--- src/rtl/fp64_cmp_pkg.sv ---
package fp64_cmp_pkg;

  typedef enum logic [1:0] {
    REL_GT = 2'd0,
    REL_LT = 2'd1,
    REL_EQ = 2'd2,
    REL_UN = 2'd3
  } rel_e;

  typedef struct packed {
    logic is_nan;
    logic is_snan;
    logic is_qnan;
    logic is_zero;
    logic is_sub;
  } opclass_t;

  typedef struct packed {
    logic on_gt;
    logic on_lt;
    logic on_eq;
    logic on_un;
  } truth_t;

  // Base outcome set chosen by the two low code bits.
  function automatic truth_t base_truth(input logic [1:0] sel);
    truth_t t;
    case (sel)
      2'd0:    t = '{on_gt: 1'b0, on_lt: 1'b0, on_eq: 1'b1, on_un: 1'b0};
      2'd1:    t = '{on_gt: 1'b0, on_lt: 1'b1, on_eq: 1'b0, on_un: 1'b0};
      2'd2:    t = '{on_gt: 1'b0, on_lt: 1'b1, on_eq: 1'b1, on_un: 1'b0};
      default: t = '{on_gt: 1'b0, on_lt: 1'b0, on_eq: 1'b0, on_un: 1'b1};
    endcase
    return t;
  endfunction

  // Full outcome set: bit 3 flips the unordered answer, bit 2 inverts all.
  function automatic truth_t pred_truth(input logic [4:0] code);
    truth_t t;
    t = base_truth(code[1:0]);
    if (code[3]) t.on_un = ~t.on_un;
    if (code[2]) t = truth_t'(~t);
    return t;
  endfunction

  // Signaling predicates raise invalid on a quiet NaN.
  function automatic logic pred_signals(input logic [4:0] code);
    return code[4] ^ code[1] ^ code[0];
  endfunction

  function automatic logic pick_outcome(input truth_t t, input rel_e r);
    logic o;
    case (r)
      REL_GT:  o = t.on_gt;
      REL_LT:  o = t.on_lt;
      REL_EQ:  o = t.on_eq;
      default: o = t.on_un;
    endcase
    return o;
  endfunction

endpackage

--- src/rtl/fp64_operand_class.sv ---
module fp64_operand_class
  import fp64_cmp_pkg::*;
#(
  parameter int unsigned EXP_W  = 11,
  parameter int unsigned FRAC_W = 52
) (
  input  logic [EXP_W+FRAC_W:0] val,
  output opclass_t              cls
);
  localparam int unsigned QUIET_POS = FRAC_W - 1;

  logic [EXP_W-1:0]  exp_f;
  logic [FRAC_W-1:0] frac_f;
  logic              exp_max;
  logic              exp_min;
  logic              frac_nz;

  assign exp_f   = val[EXP_W+FRAC_W-1:FRAC_W];
  assign frac_f  = val[FRAC_W-1:0];
  assign exp_max = &exp_f;
  assign exp_min = ~|exp_f;
  assign frac_nz = |frac_f;

  always_comb begin
    cls.is_nan  = exp_max & frac_nz;
    cls.is_qnan = exp_max & frac_nz & frac_f[QUIET_POS];
    cls.is_snan = exp_max & frac_nz & ~frac_f[QUIET_POS];
    cls.is_zero = exp_min & ~frac_nz;
    cls.is_sub  = exp_min & frac_nz;
  end
endmodule

--- src/rtl/fp64_order.sv ---
module fp64_order
  import fp64_cmp_pkg::*;
#(
  parameter int unsigned EXP_W  = 11,
  parameter int unsigned FRAC_W = 52
) (
  input  logic [EXP_W+FRAC_W:0] val_a,
  input  logic [EXP_W+FRAC_W:0] val_b,
  input  opclass_t              cls_a,
  input  opclass_t              cls_b,
  output rel_e                  rel
);
  localparam int unsigned SIGN_POS = EXP_W + FRAC_W;

  logic [SIGN_POS-1:0] mag_a;
  logic [SIGN_POS-1:0] mag_b;
  logic                sign_a;
  logic                sign_b;
  logic                mag_gt;
  logic                same_bits;

  assign mag_a     = val_a[SIGN_POS-1:0];
  assign mag_b     = val_b[SIGN_POS-1:0];
  assign sign_a    = val_a[SIGN_POS];
  assign sign_b    = val_b[SIGN_POS];
  assign mag_gt    = mag_a > mag_b;
  assign same_bits = val_a == val_b;

  always_comb begin
    if (cls_a.is_nan || cls_b.is_nan)       rel = REL_UN;
    else if (cls_a.is_zero && cls_b.is_zero) rel = REL_EQ;
    else if (same_bits)                     rel = REL_EQ;
    else if (sign_a != sign_b)              rel = sign_a ? REL_LT : REL_GT;
    else if (!sign_a)                       rel = mag_gt ? REL_GT : REL_LT;
    else                                    rel = mag_gt ? REL_LT : REL_GT;
  end
endmodule

--- src/rtl/fp64_pred_decode.sv ---
module fp64_pred_decode
  import fp64_cmp_pkg::*;
#(
  parameter int unsigned PRED_W = 5
) (
  input  logic [PRED_W-1:0] code,
  output truth_t            truth,
  output logic              sig_qnan
);
  logic [4:0] code5;

  generate
    if (PRED_W >= 5) begin : g_trim
      assign code5 = code[4:0];
      if (PRED_W > 5) begin : g_extra
        logic unused_code_hi;
        assign unused_code_hi = ^code[PRED_W-1:5];
      end
    end else begin : g_pad
      assign code5 = {{(5-PRED_W){1'b0}}, code};
    end
  endgenerate

  assign truth    = pred_truth(code5);
  assign sig_qnan = pred_signals(code5);
endmodule

--- src/rtl/fp64_pred_cmp.sv ---
module fp64_pred_cmp
  import fp64_cmp_pkg::*;
#(
  parameter int unsigned EXP_W  = 11,
  parameter int unsigned FRAC_W = 52,
  parameter int unsigned IMM_W  = 8,
  parameter int unsigned PRED_W = 5
) (
  input  logic [EXP_W+FRAC_W:0] opnd_a,
  input  logic [EXP_W+FRAC_W:0] opnd_b,
  input  logic [IMM_W-1:0]      pred_imm,
  output logic                  result,
  output logic                  invalid,
  output logic                  denormal
);
  localparam int unsigned FP_W   = EXP_W + FRAC_W + 1;
  localparam int unsigned N_OPND = 2;

  logic [FP_W-1:0] opnd_v [N_OPND];
  opclass_t        cls_v  [N_OPND];
  opclass_t        cls_a;
  opclass_t        cls_b;
  rel_e            rel;
  truth_t          truth;
  logic            sig_qnan;
  logic            snan_seen;
  logic            qnan_seen;

  assign opnd_v[0] = opnd_a;
  assign opnd_v[1] = opnd_b;

  generate
    for (genvar gi = 0; gi < N_OPND; gi++) begin : g_cls
      fp64_operand_class #(.EXP_W(EXP_W), .FRAC_W(FRAC_W)) u_cls (
        .val (opnd_v[gi]),
        .cls (cls_v[gi])
      );
    end
    if (IMM_W > PRED_W) begin : g_resv
      logic unused_resv_bits;
      assign unused_resv_bits = ^pred_imm[IMM_W-1:PRED_W];
    end
  endgenerate

  assign cls_a = cls_v[0];
  assign cls_b = cls_v[1];

  fp64_order #(.EXP_W(EXP_W), .FRAC_W(FRAC_W)) u_order (
    .val_a (opnd_a),
    .val_b (opnd_b),
    .cls_a (cls_a),
    .cls_b (cls_b),
    .rel   (rel)
  );

  fp64_pred_decode #(.PRED_W(PRED_W)) u_dec (
    .code     (pred_imm[PRED_W-1:0]),
    .truth    (truth),
    .sig_qnan (sig_qnan)
  );

  assign snan_seen = cls_a.is_snan | cls_b.is_snan;
  assign qnan_seen = cls_a.is_qnan | cls_b.is_qnan;

  assign result   = pick_outcome(truth, rel);
  assign invalid  = snan_seen | (qnan_seen & sig_qnan);
  assign denormal = cls_a.is_sub | cls_b.is_sub;
endmodule

--- config.mk ---
export PLATFORM = sky130hd
export DESIGN_NAME = fp64_pred_cmp
export DESIGN_NICKNAME = d
export VERILOG_FILES = /design/src/rtl/fp64_cmp_pkg.sv /design/src/rtl/fp64_operand_class.sv /design/src/rtl/fp64_order.sv /design/src/rtl/fp64_pred_decode.sv /design/src/rtl/fp64_pred_cmp.sv
export SDC_FILE = /design/constraint.sdc
export NUM_CORES = 1
export LEC_CHECK = 0
export ABC_CLOCK_PERIOD_IN_PS = 3040
export BUFFER_PORTS_ARGS = -buffer_cell sky130_fd_sc_hd__buf_2
export CAP_MARGIN = 20
export CORE_MARGIN = 10
export CORE_UTILIZATION = 40
export DETAILED_ROUTE_END_ITERATION = 12
export PLACE_DENSITY = 0.77
export SYNTH_ARGS = -nofsm -noshare
export SYNTH_HDL_FRONTEND = slang
export SYNTH_SLANG_ARGS = --single-unit
--- constraint.sdc ---
create_clock -name vclk -period 3.04
set_clock_uncertainty 0.2 [all_clocks]
set_input_delay 0.152 -clock vclk [all_inputs]
set_output_delay 0.152 -clock vclk [all_outputs]
set_load 0.01 [all_outputs]
==> impl_metrics.toml, run 1 <==
[grt]
grt_usage_pct = 17.6
antenna_found_initial = 0
grt_pass1_wl_mm = 13.2
grt_pass1_vias = 3082
grt_max_degree = 7
grt.overflow.total = 0

[synthesis]
synth_area_per_cell_um2 = 6.93
synth_fp_nets = 506
ys_types = 35
synth_compound_area_share_pct = 14.6
synth_xor_area_share_pct = 1.65
synthSimpleGateAreaFrac_pct = 34.8
ys_seq_area_share_pct = 0
syn_area_mm2 = 0.00212
synthMuxAreaShare_pct = 0
synthCells = 306
ys_warn_count = 0
synth_top_family_by_area = "adder cells"
synthAdderAreaFrac_pct = 37.8

[cells_and_area]
clkbuf_count = 0
area_delta_synth_final_pct = 36.2
fillers = 543
seq_cell_count = 0
regArea_um2 = 0
fin_cells = 512
drive_gt1_share_pct = 32.4
final_nets = 644
antenna_cells = 0

[sta]
max_freq_mhz = 357
min_period_over_period_pct = 92.1
finalSetupViolCount = 0
maxSlewViolCount = 0
rsz0062_at_grt = "no"
finalHoldViolCount = 0
tns_ns = 0
period_needed_ns = 2.80
worst_pin_slew_ns = 0.607
layout_setup_ws_ns = 0.240
holdWs_ns = 0.522
slew_headroom_pct = 59.1

[power_and_ir_drop]
max-vdd-ir-drop_v = 0.0000509
cellPowerDensity_mw_per_mm2 = 118
leakage_uw = 0.00163
power.share.clock_pct = 0
p_comb_share_pct = 100.0
p_switching_uw = 178
p_int_uw = 162
total_power_uw = 340
switching_share_pct = 52.3
p_seq_share_pct = 0

[cts]
cts_hold_buf = 0
cts_resized = 0
cts_setup_buffers = 0

[floorplanning]
fp-row-count = 26
start_util_pct = 41.5
dieWidth_um = 92.8
die_y_um = 92.8
ios = 139
core_area_mm2 = 0.00511
dieArea_mm2 = 0.00861

[detailed_routing]
drt_iter0_drc = 111
ant_nets = 0
wl_per_cell_um = 15.8
totalWireLength_mm = 8.07
via_per_inst = 5.46
drc_errors = 0
vias = 2795
drt_first_pass_iters = 4

[placed_design]
gp_congestion = 0.914
dpl.cell_count = 512
place.port_buffers = 136
post-dp-hpwl_mm = 7.66
dp_slack_ns = 0.227

[critical_path]
endpoint_kind = "output port"
crit_type = "input port to output port"
cp.required_ns = 2.69
start_kind = "input port"
crit_arrival_ns = 2.45
path_max_fanout = 4

[flow_run]
maxCapViolations = 0

[status]
status = "finished clean"

[hold_path]
hp-class = "input port to output port"
power groups by stage:
stage / clock network (µW) / registers [µW] / logic (µW)
2_1_floorplan: 0 / 0 / 173
3_3_place_gp: 0 / 0 / 326
3_5_place_dp: 0 / 0 / 339
4_1_cts: 0 / 0 / 341
5_1_grt: 0 / 0 / 393
6_report: 0 / 0 / 340
logic make-up after synthesis:
kind of cell | Yosys count
buffers and inverters | 63
adder cells (fa/ha/maj) | 64
AO/OA/AOI/OAI | 51
XOR/XNOR | 4
AND/OR/NAND/NOR | 124
layout by cell type (no fill, tap or decap):
master,count
a211oi_1,4
a221oi_1,4
nor4b_2,1
nand4_1,17
inv_1,63
nand3_1,17
and4_1,5
a21o_1,2
o32ai_1,1
nor4b_1,1
a22oi_1,1
and3_1,1
o211ai_1,2
and4bb_1,1
a31oi_1,1
xor2_1,2
nor2_2,1
buf_2,136
ha_1,64
nand4_2,2
a21oi_1,26
and3b_1,1
and4b_1,1
nor4_2,3
nor3_1,5
o21ai_0,6
o31ai_1,1
nor4_1,34
nand3b_1,1
nor3b_1,1
nand2_1,23
a311oi_1,1
nor2_1,9
xnor2_1,2
a22o_1,1
o22ai_1,1
synth_stat cells:
| library cell | instances | area, µm² |
|---|---|---|
| nor4b_2 | 1 | 15.0 |
| nand4_1 | 17 | 106 |
| nand3_1 | 17 | 85.1 |
| nor2_2 | 1 | 6.26 |
| nor3_1 | 5 | 25.0 |
| nor4_2 | 3 | 37.5 |
| a21o_1 | 2 | 15.0 |
| inv_1 | 63 | 236 |
| a22o_1 | 1 | 8.76 |
| o22ai_1 | 1 | 6.26 |
| nor4_1 | 34 | 213 |
| a31oi_1 | 1 | 6.26 |
| a221oi_1 | 4 | 35.0 |
| and4b_1 | 1 | 10.0 |
| nor4b_1 | 1 | 8.76 |
| and4bb_1 | 1 | 12.5 |
| o211ai_1 | 2 | 15.0 |
| a22oi_1 | 1 | 7.51 |
| nand4_2 | 2 | 25.0 |
| nor2_1 | 9 | 33.8 |
| o32ai_1 | 1 | 8.76 |
| nand2_1 | 23 | 86.3 |
| nor3b_1 | 1 | 7.51 |
| o21ai_0 | 6 | 30.0 |
| a21oi_1 | 26 | 130 |
| xor2_1 | 2 | 17.5 |
| and4_1 | 5 | 43.8 |
| and3_1 | 1 | 6.26 |
| and3b_1 | 1 | 8.76 |
| ha_1 | 64 | 801 |
| nand3b_1 | 1 | 7.51 |
| xnor2_1 | 2 | 17.5 |
| a211oi_1 | 4 | 30.0 |
| o31ai_1 | 1 | 7.51 |
| a311oi_1 | 1 | 8.76 |
per-layer routing:
metal  routed length (µm)  vias up  GRT usage, %
met2                 4020      103          34.0
met1                 3330     1249          19.6
met4                  110        0          2.06
li1                     -     1433             -
met3                  616       10          3.63
met5                    0        -             0
area by class of cell:
cell class                      instances  area, µm²  share of cell area [%]
Inverter                               63        236                    8.19
Multi-Input combinational cell        243       1880                    65.2
Tap cell                               70       87.6                    3.03
Timing Repair Buffer                  136        681                    23.6
worst paths after layout:
check                   from      end  slack (ns)  cells after the start
hold / removal    opnd_b[51]  invalid        0.52                      4
setup / recovery  opnd_b[46]   result        0.24                     12
worst max-delay path: stages:
cell and delay (ns):
buf_2 0.10, inv_1 0.04, ha_1 0.29, nand4_2 0.16
nor4_2 0.36, and4b_1 0.30, nand4_1 0.14, a21oi_1 0.32
nor4_1 0.11, a31oi_1 0.17, and3b_1 0.17, buf_2 0.13
stage by stage:
| stage | util, % | area, µm² |
|---|---|---|
| 2_1_floorplan | - | 2120 |
| 3_3_place_gp | 56.5 | 2890 |
| 3_5_place_dp | 56.5 | 2890 |
| 4_1_cts | 56.5 | 2890 |
| 5_1_grt | 56.5 | 2890 |
| 6_report | 56.5 | 2890 |
Note: power is estimated with default switching activity, not from simulation.
==> inputs of run 2 (changes only) <==
--- a/config.mk
+++ b/config.mk
@@ -5,13 +5,14 @@
 export SDC_FILE = /design/constraint.sdc
 export NUM_CORES = 1
 export LEC_CHECK = 0
+export ABC_AREA = 1
 export ABC_CLOCK_PERIOD_IN_PS = 3040
 export BUFFER_PORTS_ARGS = -buffer_cell sky130_fd_sc_hd__buf_2
 export CAP_MARGIN = 20
 export CORE_MARGIN = 10
 export CORE_UTILIZATION = 40
 export DETAILED_ROUTE_END_ITERATION = 12
-export PLACE_DENSITY = 0.77
+export PLACE_DENSITY = 0.73
 export SYNTH_ARGS = -nofsm -noshare
 export SYNTH_HDL_FRONTEND = slang
 export SYNTH_SLANG_ARGS = --single-unit
==> run 2 against run 1 <==
Largest power group unchanged. Cell count up 31%. Worst hold slack got worse by 0.022 ns. Synthesized area grew 23%. Routed wire length grew 7.2%. Power grew 24%. First-iteration DRC count is 42% lower. Largest cell class unchanged. Die area is 18% higher. Global-route usage shrank 1.4 points. Via count grew 18%.
==> impl_metrics.toml, run 2 <==
[sta]
worst_pin_slew_ns = 0.353
maxSlewViolCount = 0
finalHoldViolCount = 0
min_period_over_period_pct = 76.0
slew_headroom_pct = 76.2
tns_ns = 0
finalSetupViolCount = 0
layout_setup_ws_ns = 0.731
period_needed_ns = 2.31
max_freq_mhz = 433
rsz0062_at_grt = "no"

[synthesis]
synth_area_per_cell_um2 = 5.68
ys_seq_area_share_pct = 0
synthCells = 458
synth_common_cells = "nand2_1, inv_1, ha_1, nor2_1, nand4_1"
synth_fp_nets = 658
ys_types = 30
syn_area_mm2 = 0.00260
synth_largest_area_cell = "ha_1"
yosys-top-cells-area = "ha_1, nand2_1, inv_1, nor2_1, nand4_1"
synth.most_common_cell = "nand2_1"
ys_warn_count = 0
synth_top_area_share_pct = 30.8

[critical_path]
endpoint_kind = "output port"
cp.required_ns = 2.69
crit_type = "input port to output port"
crit_arrival_ns = 1.96
path_max_fanout = 3
start_kind = "input port"

[placed_design]
place.port_buffers = 136
post-dp-hpwl_mm = 8.25
dp_slack_ns = 0.751
gp_congestion = 0.871
postPlaceCellArea_mm2 = 0.00338

[power_and_ir_drop]
cellPowerDensity_mw_per_mm2 = 124
leakage_uw = 0.00204
max-vdd-ir-drop_v = 0.0000656
total_power_uw = 420

[grt]
grt.overflow.total = 0
grt_pass1_wl_mm = 14.4
grt_pass1_vias = 3560
grt_max_degree = 5
antenna_found_initial = 0
grt_usage_pct = 16.2

[detailed_routing]
via_per_inst = 4.90
ant_nets = 0
wl_per_cell_um = 12.9
drt_iter0_drc = 64
drt_first_pass_iters = 4
totalWireLength_mm = 8.65
drc_errors = 0
vias = 3290

[cells_and_area]
fin_util_pct = 53.2
area_delta_synth_final_pct = 29.9
final_cell_mix = "buf_2, nand2_1, inv_1, ha_1, nor2_1"
multi_input_area_mm2 = 0.00224
final_common_cell = "buf_2"
clkbuf_count = 0
drive_gt1_share_pct = 27.3
final_area_mm2 = 0.00338
final_nets = 796
seq_cell_count = 0
fillers = 687
antenna_cells = 0
regArea_um2 = 0

[floorplanning]
fp-row-count = 29
die_y_um = 101
core_area_mm2 = 0.00635
ios = 139
dieWidth_um = 101
start_util_pct = 41.0
dieArea_mm2 = 0.0101

[cts]
cts_hold_buf = 0
cts_setup_buffers = 0
cts_resized = 0

[hold_path]
hp-class = "input port to output port"

[flow_run]
maxCapViolations = 0

[status]
status = "finished clean"
## run 2: changes by cell type after synthesis, sizes merged, moves of 3 or more
cell    previous run  this run
a211oi             4         0
a21oi             26        22
a221oi             4         0
and4               5         0
inv               63        95
nand2             23       118
nand4             19        30
nor2              10        64
nor3               5         8
nor4              37        19
o21ai              6         3
## run 2: cells by family after synthesis
logic type                 Yosys count  synth area share [%]
and+or+nand+nor                    261                  46.5
buffers and inverters               96                  13.8
AOI/OAI and AO/OA                   31                  6.83
adders and majority gates           64                  30.8
xor gates and xnor gates             6                  2.02
## run 2: final timing paths
| check | startpoint | to | slack [ns] | cells past startpoint |
|---|---|---|---|---|
| min | pred_imm[3] | result | 0.50 | 6 |
| max | opnd_b[36] | result | 0.73 | 15 |
## run 2: metrics by stage
step                hold WS, ns  std cells
global route              0.530        671
floorplan                 0.265        458
detailed placement        0.506        671
CTS                       0.506        671
global placement          0.508        671
finish                    0.500        671
## run 2: report_power, final
group / switching (µW) / internal (µW) / total (µW)
registers: 0 / 0 / 0
logic: 233 / 187 / 420
clock network: 0 / 0 / 0
total: 233 / 187 / 420
## run 2: area by class of cell
class	instances	area share (%)
timing repair buffer	136	20.1
multi-input combinational	362	66.3
tap	77	2.85
inverter	96	10.7
## run 2: critical path, stage by stage
cell	delay, ns
buf_2	0.09
inv_1	0.04
ha_1	0.30
nand2_1	0.10
nor4_1	0.38
nand2_1	0.11
nor2_1	0.10
nand3b_1	0.13
nand3_1	0.14
nand3_1	0.08
nand2_1	0.06
nand3_1	0.06
nand2_1	0.06
inv_1	0.03
buf_2	0.13
## run 2: metal layers
metal / track usage, % / share of wire (%) / wire length [µm]
met2: 31.3 / 49 / 4200
met5: 0 / 0 / 0
met3: 3.43 / 6.8 / 585
met1: 18.0 / 44 / 3770
met4: 1.74 / 1.1 / 95
==> inputs of run 3 (changes only) <==
--- a/config.mk
+++ b/config.mk
@@ -6,13 +6,13 @@
 export NUM_CORES = 1
 export LEC_CHECK = 0
 export ABC_AREA = 1
-export ABC_CLOCK_PERIOD_IN_PS = 3040
+export ABC_CLOCK_PERIOD_IN_PS = 1900
 export BUFFER_PORTS_ARGS = -buffer_cell sky130_fd_sc_hd__buf_2
 export CAP_MARGIN = 20
 export CORE_MARGIN = 10
 export CORE_UTILIZATION = 40
 export DETAILED_ROUTE_END_ITERATION = 12
-export PLACE_DENSITY = 0.73
+export PLACE_DENSITY = 0.75
 export SYNTH_ARGS = -nofsm -noshare
 export SYNTH_HDL_FRONTEND = slang
 export SYNTH_SLANG_ARGS = --single-unit
==> constraint.sdc (replaced) <==
create_clock -name vclk -period 1.9
set_clock_uncertainty 0.2 [all_clocks]
set_input_delay 0.095 -clock vclk [all_inputs]
set_output_delay 0.095 -clock vclk [all_outputs]
set_load 0.01 [all_outputs]
==> run 3 against run 2 <==
The run now ends with negative setup slack left. Worst hold slack worse by 0.11 ns. Sequential share of layout area stayed put. Non-clock buffer count is 70 higher. Utilization is 19 points higher. Via count is 17% higher. Cell count is 10% higher. Power is 150% higher. Sequential cell count stayed put. Worst setup slack worse by 0.99 ns.
==> impl_metrics.toml, run 3 (synthesis results as in run 2) <==
[status]
status = "finished with violations"
violations = "negative setup slack"

[cells_and_area]
seq_cell_count = 0
final_nets = 866
fillers = 531
regArea_um2 = 0
area_delta_synth_final_pct = 76.7
final_cell_mix = "buf_2, nand2_1, inv_1, buf_4, nor2_1"
final_common_cell = "buf_2"
antenna_cells = 0
clkbuf_count = 0
drive_gt1_share_pct = 46.4

[grt]
antenna_found_initial = 0
grt_max_degree = 5
grt_usage_pct = 19.4
grt_pass1_vias = 3993
grt.overflow.total = 0
grt_pass1_wl_mm = 17.2

[flow_run]
maxCapViolations = 0

[floorplanning]
core_area_mm2 = 0.00635
dieArea_mm2 = 0.0101
die_y_um = 101
fp-row-count = 29
ios = 139
dieWidth_um = 101
start_util_pct = 41.0

[sta]
layout_setup_ws_ns = -0.257
slew_headroom_pct = 74.5
max_freq_mhz = 464
min_period_over_period_pct = 114
holdWs_ns = 0.392
finalSetupViolCount = 1
worst_pin_slew_ns = 0.379
period_needed_ns = 2.16
maxSlewViolCount = 0
finalHoldViolCount = 0
rsz0062_at_grt = "yes"

[detailed_routing]
wl_per_cell_um = 14.9
vias = 3836
drc_errors = 0
via_per_inst = 5.18
ant_nets = 0
totalWireLength_mm = 11.0
drt_first_pass_iters = 4
drt_iter0_drc = 115

[critical_path]
crit_type = "input port to output port"
endpoint_kind = "output port"
cp.required_ns = 1.60
start_kind = "input port"
path_max_fanout = 3
crit_arrival_ns = 1.86

[placed_design]
gp_congestion = 0.869
post-dp-hpwl_mm = 8.84
place.port_buffers = 136

[power_and_ir_drop]
max-vdd-ir-drop_v = 0.000148
cellPowerDensity_mw_per_mm2 = 224
leakage_uw = 0.00247
total_power_uw = 1030

[cts]
cts_hold_buf = 0

[hold_path]
hp-class = "input port to output port"
==> run 3: cell types whose count changed in the layout (fill, tap and decap cells not counted), sizes merged <==
| cell | delta |
|---|---|
| buf | +70 |
==> run 3: cell type report <==
type	instances	area, µm²	area share, %
multi-input combinational	362	2820	61.4
inverter	96	368	8.00
tap	77	96.3	2.09
timing repair buffer	206	1310	28.5
==> run 3: path summary, 6_finish.rpt <==
path / start / end / slack (ns) / cells past startpoint
min: pred_imm[3] / result / 0.39 / 6
max: opnd_b[44] / result / -0.26 / 18
==> run 3: what timing repair did <==
item                                    in CTS  in global routing
pin swaps                                   34                 30
gates resized for setup                     69                 50
endpoints found under the setup margin       2                  2
buffers inserted                             7                  3
==> run 3: where the power goes <==
part | total, µW | switching [µW] | internal, µW | leakage, µW
Clock | 0 | 0 | 0 | 0
Sequential | 0 | 0 | 0 | 0
Combinational | 1030 | 515 | 517 | 0.00247
Total | 1030 | 515 | 517 | 0.00247
==> run 3: per-layer routing <==
metal | up-vias | global-route usage, % | routed length, µm
li1 | 1926 | - | -
met3 | 16 | 3.36 | 795
met5 | - | 0 | 0
met4 | 0 | 2.61 | 127
met2 | 144 | 37.5 | 5720
met1 | 1750 | 21.8 | 4370
==> run 3: metrics by stage <==
step	utilization, %	TNS, ns	instances	setup slack, ns	area [µm²]
2_1_floorplan	-	0	458	0.170	2600
3_3_place_gp	60.3	-0.289	731	-0.289	3830
3_5_place_dp	60.3	-0.327	731	-0.298	3830
4_1_cts	68.5	-0.188	738	-0.188	4350
5_1_grt	72.4	-0.432	741	-0.406	4600
6_report	72.4	-0.257	741	-0.257	4600
==> run 3: worst max-delay path, stage by stage <==
cell     delay (ns)
buf_6          0.07
inv_4          0.03
ha_4           0.27
buf_6          0.10
nand2_4        0.05
nor2_4         0.09
nand4_1        0.13
nor3_2         0.25
nand3_1        0.12
nor2_1         0.13
nor2_2         0.06
nand2_1        0.08
nor2_1         0.05
nand2_1        0.05
nand3_1        0.06
nand2_1        0.06
inv_1          0.04
buf_6          0.11
